[src/rtl/fbrot_pkg.sv]
package fbrot_pkg;
  localparam int unsigned DIM_W   = 16;
  localparam int unsigned DEG_W   = 9;
  localparam int unsigned NUM_PTS = 6;  // start, end, e_src, e_dst, f_src, f_dst

  typedef logic [DIM_W-1:0] dim_t;
  typedef enum logic [1:0] {ROT_0, ROT_90, ROT_180, ROT_270} rot_e;
  typedef enum logic [1:0] {ST_IDLE, ST_CHK, ST_CALC, ST_FIN} state_e;
  typedef struct packed {dim_t x; dim_t y;} pt_t;
  typedef pt_t [NUM_PTS-1:0] pts_t;

  function automatic pt_t mk(dim_t x, dim_t y);
    pt_t p;
    p.x = x;
    p.y = y;
    return p;
  endfunction

  // xm = w-1, ym = h-1
  function automatic pts_t pick_points(rot_e r, logic m, dim_t xm, dim_t ym);
    pts_t p;
    dim_t z;
    dim_t o;
    z = '0;
    o = dim_t'(1);
    unique case ({r, m})
      {ROT_0,   1'b0}: begin p[0]=mk(z,z);   p[1]=mk(xm,ym); p[2]=mk(z,z); p[3]=mk(o,z); p[4]=mk(xm,z); p[5]=mk(z,o);  end
      {ROT_0,   1'b1}: begin p[0]=mk(xm,z);  p[1]=mk(z,ym);  p[2]=mk(o,z); p[3]=mk(z,z); p[4]=mk(z,z);  p[5]=mk(xm,o); end
      {ROT_90,  1'b0}: begin p[0]=mk(z,ym);  p[1]=mk(xm,z);  p[2]=mk(z,o); p[3]=mk(z,z); p[4]=mk(z,z);  p[5]=mk(o,ym); end
      {ROT_90,  1'b1}: begin p[0]=mk(xm,ym); p[1]=mk(z,z);   p[2]=mk(z,o); p[3]=mk(z,z); p[4]=mk(o,z);  p[5]=mk(z,ym); end
      {ROT_180, 1'b0}: begin p[0]=mk(xm,ym); p[1]=mk(z,z);   p[2]=mk(o,z); p[3]=mk(z,z); p[4]=mk(z,o);  p[5]=mk(xm,z); end
      {ROT_180, 1'b1}: begin p[0]=mk(z,ym);  p[1]=mk(xm,z);  p[2]=mk(z,z); p[3]=mk(o,z); p[4]=mk(xm,o); p[5]=mk(z,z);  end
      {ROT_270, 1'b0}: begin p[0]=mk(xm,z);  p[1]=mk(z,ym);  p[2]=mk(z,z); p[3]=mk(z,o); p[4]=mk(o,ym); p[5]=mk(z,z);  end
      default:         begin p[0]=mk(z,z);   p[1]=mk(xm,ym); p[2]=mk(z,z); p[3]=mk(z,o); p[4]=mk(z,ym); p[5]=mk(o,z);  end
    endcase
    return p;
  endfunction
endpackage

[src/rtl/fbrot_geom_chk.sv]
module fbrot_geom_chk
  import fbrot_pkg::*;
#(
  parameter int unsigned SW = 8
) (
  input  dim_t             w_i,
  input  dim_t             vw_i,
  input  logic [SW-1:0]    xs_i,
  input  logic [SW-1:0]    ys_i,
  input  logic [DEG_W-1:0] rot_deg_i,
  input  logic             mirror_i,
  input  logic [1:0]       dtype_i,
  output dim_t             vw_eff_o,
  output logic [SW-1:0]    xs_eff_o,
  output logic [SW-1:0]    ys_eff_o,
  output logic [1:0]       es_sh_o,
  output rot_e             rot_o,
  output logic             dbl_o,
  output logic             err_o
);
  logic bad_rot, bad_dt, bad_vw;

  always_comb begin
    bad_rot = 1'b0;
    unique case (rot_deg_i)
      DEG_W'(0):   rot_o = ROT_0;
      DEG_W'(90):  rot_o = ROT_90;
      DEG_W'(180): rot_o = ROT_180;
      DEG_W'(270): rot_o = ROT_270;
      default: begin rot_o = ROT_0; bad_rot = 1'b1; end
    endcase
    bad_dt  = (dtype_i == 2'd3);
    es_sh_o = bad_dt ? 2'd0 : dtype_i;
    bad_vw  = (vw_i != '0) && (vw_i < w_i);
    vw_eff_o = (vw_i == '0) ? w_i : vw_i;
    xs_eff_o = (xs_i == '0) ? SW'(1) : xs_i;
    ys_eff_o = (ys_i == '0) ? SW'(1) : ys_i;
    dbl_o = (rot_deg_i != '0) || mirror_i || (vw_i != '0) || (xs_i != '0) || (ys_i != '0);
    err_o = bad_rot || bad_dt || bad_vw;
  end
endmodule

[src/rtl/fbrot_pix_offset.sv]
module fbrot_pix_offset
  import fbrot_pkg::*;
#(
  parameter int unsigned AW = 32,
  parameter int unsigned SW = 8
) (
  input  pt_t           pt_i,
  input  dim_t          vw_i,
  input  logic [SW-1:0] xs_i,
  input  logic [SW-1:0] ys_i,
  input  logic [1:0]    es_sh_i,
  output logic [AW-1:0] off_o
);
  logic [AW-1:0] row_part, col_part;

  always_comb begin
    row_part = AW'(pt_i.y) * AW'(vw_i) * AW'(ys_i);
    col_part = AW'(pt_i.x) * AW'(xs_i);
    off_o    = (row_part + col_part) << es_sh_i;
  end
endmodule

[src/rtl/fbrot_dma_calc.sv]
module fbrot_dma_calc
  import fbrot_pkg::*;
#(
  parameter int unsigned AW = 32,
  parameter int unsigned SW = 8
) (
  input  logic             clk_i,
  input  logic             rst_ni,
  input  logic             start_i,
  input  logic [AW-1:0]    base_i,
  input  logic [DIM_W-1:0] width_i,
  input  logic [DIM_W-1:0] height_i,
  input  logic [DIM_W-1:0] vwidth_i,
  input  logic [SW-1:0]    xscale_i,
  input  logic [SW-1:0]    yscale_i,
  input  logic [DEG_W-1:0] rot_deg_i,
  input  logic             mirror_i,
  input  logic [1:0]       dtype_i,
  output logic             busy_o,
  output logic             done_o,
  output logic             err_o,
  output logic [AW-1:0]    start_addr_o,
  output logic [AW-1:0]    end_addr_o,
  output logic [DIM_W-1:0] elem_cnt_o,
  output logic [DIM_W-1:0] frame_cnt_o,
  output logic [AW-1:0]    elem_idx_o,
  output logic [AW-1:0]    frame_idx_o,
  output logic             dbl_idx_o
);
  localparam int unsigned IDX_W = $clog2(NUM_PTS);

  state_e             state_q;
  logic [IDX_W-1:0]   idx_q;
  logic [AW-1:0]      base_q;
  dim_t               w_q, h_q, vw_q;
  logic [SW-1:0]      xs_q, ys_q;
  logic [DEG_W-1:0]   rot_q;
  logic               mir_q;
  logic [1:0]         dt_q;
  logic [AW-1:0]      off_q [NUM_PTS];

  dim_t          g_vw;
  logic [SW-1:0] g_xs, g_ys;
  logic [1:0]    g_sh;
  rot_e          g_rot;
  logic          g_dbl, g_err;
  pts_t          pts;
  logic [AW-1:0] cur_off, esize;

  fbrot_geom_chk #(.SW(SW)) u_chk (
    .w_i(w_q), .vw_i(vw_q), .xs_i(xs_q), .ys_i(ys_q), .rot_deg_i(rot_q),
    .mirror_i(mir_q), .dtype_i(dt_q), .vw_eff_o(g_vw), .xs_eff_o(g_xs),
    .ys_eff_o(g_ys), .es_sh_o(g_sh), .rot_o(g_rot), .dbl_o(g_dbl), .err_o(g_err)
  );

  assign pts   = pick_points(g_rot, mir_q, w_q - dim_t'(1), h_q - dim_t'(1));
  assign esize = AW'(1) << g_sh;

  fbrot_pix_offset #(.AW(AW), .SW(SW)) u_off (
    .pt_i(pts[idx_q]), .vw_i(g_vw), .xs_i(g_xs), .ys_i(g_ys),
    .es_sh_i(g_sh), .off_o(cur_off)
  );

  assign busy_o = (state_q != ST_IDLE);

  always_ff @(posedge clk_i or negedge rst_ni) begin
    if (!rst_ni) begin
      state_q <= ST_IDLE;
      idx_q   <= '0;
      base_q  <= '0; w_q <= '0; h_q <= '0; vw_q <= '0;
      xs_q    <= '0; ys_q <= '0; rot_q <= '0; mir_q <= 1'b0; dt_q <= '0;
      for (int i = 0; i < NUM_PTS; i++) off_q[i] <= '0;
      done_o <= 1'b0; err_o <= 1'b0;
      start_addr_o <= '0; end_addr_o <= '0;
      elem_cnt_o <= '0; frame_cnt_o <= '0;
      elem_idx_o <= '0; frame_idx_o <= '0; dbl_idx_o <= 1'b0;
    end else begin
      done_o <= 1'b0;
      unique case (state_q)
        ST_IDLE: if (start_i) begin
          base_q <= base_i; w_q <= width_i; h_q <= height_i; vw_q <= vwidth_i;
          xs_q <= xscale_i; ys_q <= yscale_i; rot_q <= rot_deg_i;
          mir_q <= mirror_i; dt_q <= dtype_i;
          err_o <= 1'b0;
          state_q <= ST_CHK;
        end
        ST_CHK: if (g_err) begin
          err_o <= 1'b1; done_o <= 1'b1; state_q <= ST_IDLE;
        end else begin
          idx_q <= '0; state_q <= ST_CALC;
        end
        ST_CALC: begin
          off_q[idx_q] <= cur_off;
          if (idx_q == IDX_W'(NUM_PTS - 1)) state_q <= ST_FIN;
          else idx_q <= idx_q + IDX_W'(1);
        end
        default: begin
          start_addr_o <= base_q + off_q[0];
          end_addr_o   <= base_q + off_q[1];
          elem_idx_o   <= off_q[3] - off_q[2] - esize + AW'(1);
          frame_idx_o  <= off_q[5] - off_q[4] - esize + AW'(1);
          elem_cnt_o   <= (g_rot == ROT_0 || g_rot == ROT_180) ? w_q : h_q;
          frame_cnt_o  <= (g_rot == ROT_0 || g_rot == ROT_180) ? h_q : w_q;
          dbl_idx_o    <= g_dbl;
          done_o <= 1'b1;
          state_q <= ST_IDLE;
        end
      endcase
    end
  end


  done_pulse_chk: assert property (@(posedge clk_i) disable iff (!rst_ni)
    done_o |=> !done_o);

  busy_done_excl_chk: assert property (@(posedge clk_i) disable iff (!rst_ni)
    !(busy_o && done_o));

  err_low_busy_chk: assert property (@(posedge clk_i) disable iff (!rst_ni)
    busy_o |-> !err_o);

  hold_on_err_chk: assert property (@(posedge clk_i) disable iff (!rst_ni)
    !($stable(start_addr_o) && $stable(end_addr_o) && $stable(elem_idx_o) && $stable(frame_idx_o))
      |-> (done_o && !err_o));

  plain_stride_chk: assert property (@(posedge clk_i) disable iff (!rst_ni)
    (done_o && !err_o && !dbl_idx_o) |-> (elem_idx_o == AW'(1) && frame_idx_o == AW'(1)));
endmodule

[config.mk]
export PLATFORM = sky130hd
export DESIGN_NAME = fbrot_dma_calc
export DESIGN_NICKNAME = d
export VERILOG_FILES = /design/src/rtl/fbrot_pkg.sv /design/src/rtl/fbrot_geom_chk.sv /design/src/rtl/fbrot_pix_offset.sv /design/src/rtl/fbrot_dma_calc.sv
export SDC_FILE = /design/constraint.sdc
export NUM_CORES = 2
export LEC_CHECK = 0
export BUFFER_PORTS_ARGS = -buffer_cell sky130_fd_sc_hd__buf_4
export CORE_MARGIN = 5
export CORE_UTILIZATION = 50
export DETAILED_ROUTE_END_ITERATION = 8
export PLACE_DENSITY = 0.73
export RECOVER_POWER = 25
export SYNTH_ARGS = -nofsm -noshare
export SYNTH_HDL_FRONTEND = slang
export SYNTH_SLANG_ARGS = --single-unit
[constraint.sdc]
create_clock -name clk_i -period 12.98 [get_ports clk_i]
set_input_delay 1.298 -clock clk_i [delete_from_list [all_inputs] [get_ports clk_i]]
set_output_delay 1.298 -clock clk_i [all_outputs]
set_load 0.02 [all_outputs]
* Word level (Yosys, flattened, before mapping)
Cells that the tools add are included.
** Storage, ports and cells
- Register bits after elaboration :: 468
- Latch bits :: 0
- Bits in writable memories :: 0
- Bits in read-only memories :: 0
- Input port bits :: 111
- Output and inout bits :: 164
- Logic and storage cells :: 123
- Memories :: 0
** Cells by class
- $add $sub $neg :: 12
- Multiply operators :: 3
- Divide/modulo/power cells :: 0
- Order comparisons :: 4
- Eq/ne operators :: 19
- Shifts and indexed selects :: 2
- Muxes and demuxes :: 26
- Bitwise logic cells :: 1
- Reductions and logical operators :: 30
** Operator list (count)
- $pmux W192 S7 :: 1
- $bwmux W192 :: 1
- $sub A32 B32 Y32 :: 4
- $bmux W32 S3 :: 1
- $demux W32 S3 :: 1
- $add A32 B1 Y32 const B :: 2
- $add A32 B32 Y32 :: 2
- $mux W32 :: 2
- $mux W16 :: 3
- $add A32 B24 Y32 :: 1
- $mul A16 B16 Y32 :: 1
- $mul A32 B8 Y32 :: 1
- $shl A1 B2 Y32 const A :: 1
- $shl A32 B2 Y32 :: 1
- $sub A16 B1 Y16 const B :: 2
- $mul A16 B8 Y24 :: 1
- $logic_not A16 Y1 :: 1
- $logic_not A8 Y1 :: 2
- $lt A16 B16 Y1 :: 1
- $mux W8 :: 2
- $reduce_bool A16 Y1 :: 1
- $reduce_bool A8 Y1 :: 2
- $eq A3 B3 Y1 const B :: 4
- $pmux W2 S3 :: 2
- 30 further kinds :: 57

* Logic depth before layout (Yosys ltp)
- Word-level depth :: 11
- Gate-level depth with buffers :: 59
- Gate-level depth less buffers :: 58

* Hierarchy
From an unflattened synthesis, not the netlist that was laid out.
** Second synthesis, totals
- Cell total of the unflattened synthesis :: 5036
- Area, all modules :: 47794.6 µm²
** Modules (own cells, without submodules)
- fbrot_dma_calc :: times used 1, cells an instance 2542, area each 26536.7 µm²
- fbrot_pix_offset :: times used 1, cells an instance 2379, area each 20448.4 µm²
- fbrot_geom_chk :: times used 1, cells an instance 115, area each 809.5 µm²

* Worst setup path before layout
No wires, ideal clock.
- Kind :: register -> register
- Start :: register rot_q[4]
- End :: register off_q[28] in the netlist's numbering
- Arrival :: 12632 ps
- Path slack :: 224 ps
- Stages on the path, launching flop included :: 54
- Buffers on the path :: 1
- Clock period less this slack :: 12756 ps
- Path through :: dfrtp_1 nor4bb_1 nand2_1 nand2_1 xor2_1 nor2b_1 a21oi_1 or2_2 clkbuf_1 a21oi_1 nand2_1 fa_1 inv_1 fa_1 inv_1 fa_1 inv_1 fa_1 [... 18 more ...] inv_1 ha_1 inv_1 fa_1 inv_1 fa_1 inv_1 fa_1 inv_1 ha_1 and4_1 a221oi_1 o21ai_0 a211o_1 a21o_1 nand3_1 mux2i_1 mux2_2
** Between the ends
- Cells in the longest elaborated chain, start to end :: 11
- Elaborated cells between the ends (all ways) :: 20
** RTL lines
- start: declaration :: RTL line fbrot_dma_calc.sv:37 : logic [DEG_W-1:0] rot_q;
- start signal: assignment :: RTL line fbrot_dma_calc.sv:82 : xs_q <= xscale_i; ys_q <= yscale_i; rot_q <= rot_deg_i;
- $eq A9 B9 Y1 (tied with other cells) :: RTL line fbrot_geom_chk.sv:25 : unique case (rot_deg_i)
- $pmux W2 S3 * :: RTL line fbrot_geom_chk.sv:25
- $eq A3 B3 Y1 (tied with other cells) :: RTL line fbrot_pkg.sv:26 : unique case ({r, m})
- $pmux W192 S7 * :: RTL line fbrot_pkg.sv:26
- $bmux W32 S3 * :: RTL line fbrot_dma_calc.sv:60 : .pt_i(pts[idx_q]), .vw_i(g_vw), .xs_i(g_xs), .ys_i(g_ys),
- $mux W32 (not written as such) * :: RTL line fbrot_dma_calc.sv:60
- $mul A16 B16 Y32 :: RTL line fbrot_pix_offset.sv:17 : row_part = AW'(pt_i.y) * AW'(vw_i) * AW'(ys_i);
- $mul A32 B8 Y32 :: RTL line fbrot_pix_offset.sv:17
- $add A32 B24 Y32 * :: RTL line fbrot_pix_offset.sv:19 : off_o = (row_part + col_part) << es_sh_i;
- $shl A32 B2 Y32 * :: RTL line fbrot_pix_offset.sv:19
- $bwmux W192 * :: RTL line fbrot_dma_calc.sv:93 : off_q[idx_q] <= cur_off;
- end signal: indexed assignment :: RTL line fbrot_dma_calc.sv:93
- end: declaration :: RTL line fbrot_dma_calc.sv:40 : logic [AW-1:0] off_q [NUM_PTS];
Every way passes the cells marked *; elsewhere a longest branch is shown, timed or not. The select of a mux whose other input is x is not followed.
A chain may end at the register's enable or synchronous reset.

* Worst setup path after layout
- Start :: register rot_q[7]
- End :: register off_q[63] in the netlist's numbering
The elaborated chain is that of the path after synthesis.

==> impl_results.md <==
- Post-layout min period: between 10 and 15 ns
- Synthesized-area fraction occupied by adder cells: 0.327
- Relative max-transition margin: -2.54
- Total number of H-tree levels: 2
- Fillcell total: 7834
- Number of buffers added by the clock tree synthesis step: 53
- Unique masters post-synth: between 80 and 90
- Number of hold violations in the final report: 0
- Slew @ Worst Pin: between 5 and 6 ns
- Vias in the first global route: ~40000
- Share of synthesized area occupied by flip-flops and latches: 0.249
- Total half-perimeter wirelength after legalization and detailed placement: around 110 mm
- Synth Net Count: roughly 6300
- Die footprint: 100000 um^2
- Initial antenna violation count: 2
- Source-to-sink clock delay at the later pin of the worst-skew pair: around 0.66 ns
- ANT cells: 0
- Global-route wire length before repair: roughly 220 mm
- Compound-cell area share of the yosys netlist: 0.107
- Finished layout cell area: roughly 56000 um^2
- XOR/XNOR share of the synthesized area: 0.0369
- Dominant combinational cell family by area after synthesis: adder cells
- Startpoint-to-endpoint class of the critical path: reg2reg
- Row count: approximately 110
- Y dimension of the die: roughly 320 um
- Outcome: finished with violations
- Fraction of layout instances using a drive strength above 1: 0.192
- Critical Path Most Common Cell: sky130_fd_sc_hd__fa_1
- Synth top area share: 0.249
- Placeable core region: approximately 93000 um^2
- Total length of routed wires: between 100 and 150 mm
- Total number of vias: 38700
- Max Buffers Root-to-Sink: 3
- Sort of element at the start of the critical path: flip-flop
- Top post-synthesis cells by area: sky130_fd_sc_hd__dfrtp_1 25%, sky130_fd_sc_hd__fa_1 21%, sky130_fd_sc_hd__ha_1 12%, sky130_fd_sc_hd__nand2_1 7.5%, sky130_fd_sc_hd__inv_1 6.6%
- Detailed-router iteration count before antenna repair: 6
- Critical path data required time: 13.55 ns
- Total number of clock tree sinks: between 400 and 500
- Total negative slack: 0 ns
- Layout net count: between 6000 and 7000
- Number of vias per cell: ~5.5
- Average instance area after synthesis: 8.89 um^2
- Synthesized-area fraction occupied by and/or/nand/nor cells: 0.158
- Post-synth top area cell: sky130_fd_sc_hd__dfrtp_1
- Max Clock Skew: a little under 0.05 ns
- Routed len/inst: between 15 and 20 um
- Root Buffer: sky130_fd_sc_hd__clkbuf_16
- Final GP Congestion: 0.982
- Grt total ovfl: 0
- Dominant register cell in the synthesized netlist: sky130_fd_sc_hd__dfrtp_1
- Max-capacitance violation count: 7
- Kind of end point of the critical path: flip-flop
- Type of the tightest min-delay check: reg2reg
- Area post-placement: roughly 52000 um^2
- Cell with the largest stage delay on the worst path: sky130_fd_sc_hd__fa_1
- Core Util, Final: 0.600
- Portion of the clock cycle consumed by the worst path in the final layout: 0.991
- Mux share of post-synthesis cell area: 0.0395
- CP peak stage delay: 0.60 ns
- Warnings from Yosys: 0
- Initial Utilization: 0.504
- Number of enable flip-flop cells after synthesis: 0
- Number of placed I/O pins: around 280
- Count of final setup violators: 0
- Arrival time worst endpoint: about 13 ns
- CTS tree: yes
- Post-synthesis instance area: between 40000 and 50000 um^2
- Area added between synthesis and finish: 19.1%
- Clock slew at the register clock pins of the worst setup and hold paths: 0.06 ns
- Number of design-rule violations left by the first detailed-router iteration: 3054
- Post-route ant nets: 0
- Number of synthesized register bits: 468
- Pin count of the biggest net entering global routing: between 150 and 200
- Combined global-route utilization of all metal layers: 0.274
- Die outline width: 316 um
- Number of pins exceeding their max-slew limit in the final report: 537
- Max FO, Critical Path: 6
- Unrepaired setup endpoints after global routing: yes
- Maximum operating frequency: just under 80 MHz
- Syn Inst Count: about 5300
- Violations in the final reports: capacitance limit, slew limit
- Post-synth ARST share: 1.00
- I/O Buffers: ~270
- Number of design rule violations left after detail routing: 0
kinds of logic after synthesis:
family,count (synthesis)
XOR/XNOR,191
buffers and inverters,1021
AO/OA/AOI/OAI,815
adder cells (fa/ha/maj),937
AND/OR/NAND/NOR,1684
multiplexers,167
flip-flops,468
sequential cells by signal, indices dropped and copies added, names as in the netlist, 3 cells and up:
register,cells
base_q,32
frame_cnt_o,16
frame_idx_o,32
elem_cnt_o,16
vw_q,16
ys_q,8
off_q,192
idx_q,3
w_q,16
rot_q,9
h_q,16
xs_q,8
elem_idx_o,32
start_addr_o,32
end_addr_o,32
layout make-up:
type                       instances  area, um^2  area share
sequential                       468       11700       0.209
clock inverter                    23         390     0.00698
multi-input combinational       3794       32900       0.589
tap                             1254        1570      0.0281
clock buffer                      75        1490      0.0266
timing repair buffer             617        4740      0.0848
inverter                         822        3090      0.0552
routing by layer:
| metal | wire [um] | vias to the layer above | global-route usage |
|---|---|---|---|
| li1 | - | 17800 | - |
| met1 | 58400 | 19200 | 0.371 |
| met2 | 64600 | 1340 | 0.449 |
| met4 | 6110 | 0 | 0.101 |
| met3 | 8980 | 362 | 0.0430 |
| met5 | 0 | - | 0 |
cells in the mapped netlist, types with 21 or more instances:
library cell               instances
sky130_fd_sc_hd__a21o_1          105
sky130_fd_sc_hd__a21oi_1         201
sky130_fd_sc_hd__and2_1          171
sky130_fd_sc_hd__and3_1           26
sky130_fd_sc_hd__clkbuf_1        179
sky130_fd_sc_hd__dfrtp_1         468
sky130_fd_sc_hd__fa_1            483
sky130_fd_sc_hd__ha_1            453
sky130_fd_sc_hd__inv_1           821
sky130_fd_sc_hd__mux2_2          127
sky130_fd_sc_hd__mux2i_1          38
sky130_fd_sc_hd__nand2_1         938
sky130_fd_sc_hd__nand2b_1         35
sky130_fd_sc_hd__nand3_1          31
sky130_fd_sc_hd__nand4_1          21
sky130_fd_sc_hd__nor2_1          298
sky130_fd_sc_hd__nor2b_1          39
sky130_fd_sc_hd__nor3_1           40
sky130_fd_sc_hd__o21a_1           29
sky130_fd_sc_hd__o21ai_0         295
sky130_fd_sc_hd__o31ai_1          28
sky130_fd_sc_hd__xnor2_1         121
sky130_fd_sc_hd__xor2_1           66
critical path, delay by kind of cell, from the launching register on:
| family | cells | cell delay (ns) |
|---|---|---|
| buf+inv | 12 | 1.02 |
| fa+ha+maj | 14 | 6.38 |
| mux | 1 | 0.19 |
| xor+xnor | 4 | 0.73 |
| simple gates | 10 | 1.80 |
| flops | 1 | 0.44 |
| compound gates | 11 | 2.17 |
per-stage QoR:
stage / worst slack [ns] / hold slack (ns) / instances
6_report: 0.119 / 0.481 / 7053
3_5_place_dp: -0.506 / 0.468 / 6918
3_3_place_gp: -0.262 / 0.462 / 6918
2_1_floorplan: 0.224 / 0.449 / 5283
4_1_cts: 0.00102 / 0.484 / 7017
5_1_grt: -0.314 / 0.497 / 7053
placed cells by master, fill, tap and decap left out, types with 35 or more instances in the layout:
cell type                   count
sky130_fd_sc_hd__a21o_1       104
sky130_fd_sc_hd__a21oi_1      173
sky130_fd_sc_hd__and2_1       163
sky130_fd_sc_hd__buf_4        582
sky130_fd_sc_hd__clkbuf_16     53
sky130_fd_sc_hd__dfrtp_1      468
sky130_fd_sc_hd__fa_1         471
sky130_fd_sc_hd__ha_1         419
sky130_fd_sc_hd__inv_1        787
sky130_fd_sc_hd__inv_2         35
sky130_fd_sc_hd__mux2_2       106
sky130_fd_sc_hd__nand2_1      918
sky130_fd_sc_hd__nand2b_1      35
sky130_fd_sc_hd__nor2_1       271
sky130_fd_sc_hd__nor2b_1       36
sky130_fd_sc_hd__nor3_1        37
sky130_fd_sc_hd__o21ai_0      278
sky130_fd_sc_hd__xnor2_1      106
sky130_fd_sc_hd__xor2_1        58
timing repair:
action / 4_1_cts / 5_1_grt
buffers inserted: 1 / 39
gates cloned: 0 / 1
pin swaps: 6 / 142
hold buffers: 0 / 0
endpoints found under the setup margin: 96 / 118
gates resized for setup: 44 / 325
final timing paths:
check	depth (start not counted)	slack (ns)	endpoint	startpoint
worst min register to register	2	0.48	off_q[15]	off_q[15]
worst max-delay path	52	0.12	off_q[63]	rot_q[7]
min in group asynchronous	1	2.61	base_q[27]	rst_ni
max in group asynchronous	3	4.04	h_q[6]	rst_ni
worst max register to register	52	0.12	off_q[63]	rot_q[7]
worst min-delay path	2	0.48	off_q[15]	off_q[15]
Power is left out: the tool's default activity adds up to more than one toggle a clock period on the data nets, which glitch-free logic cannot reach.
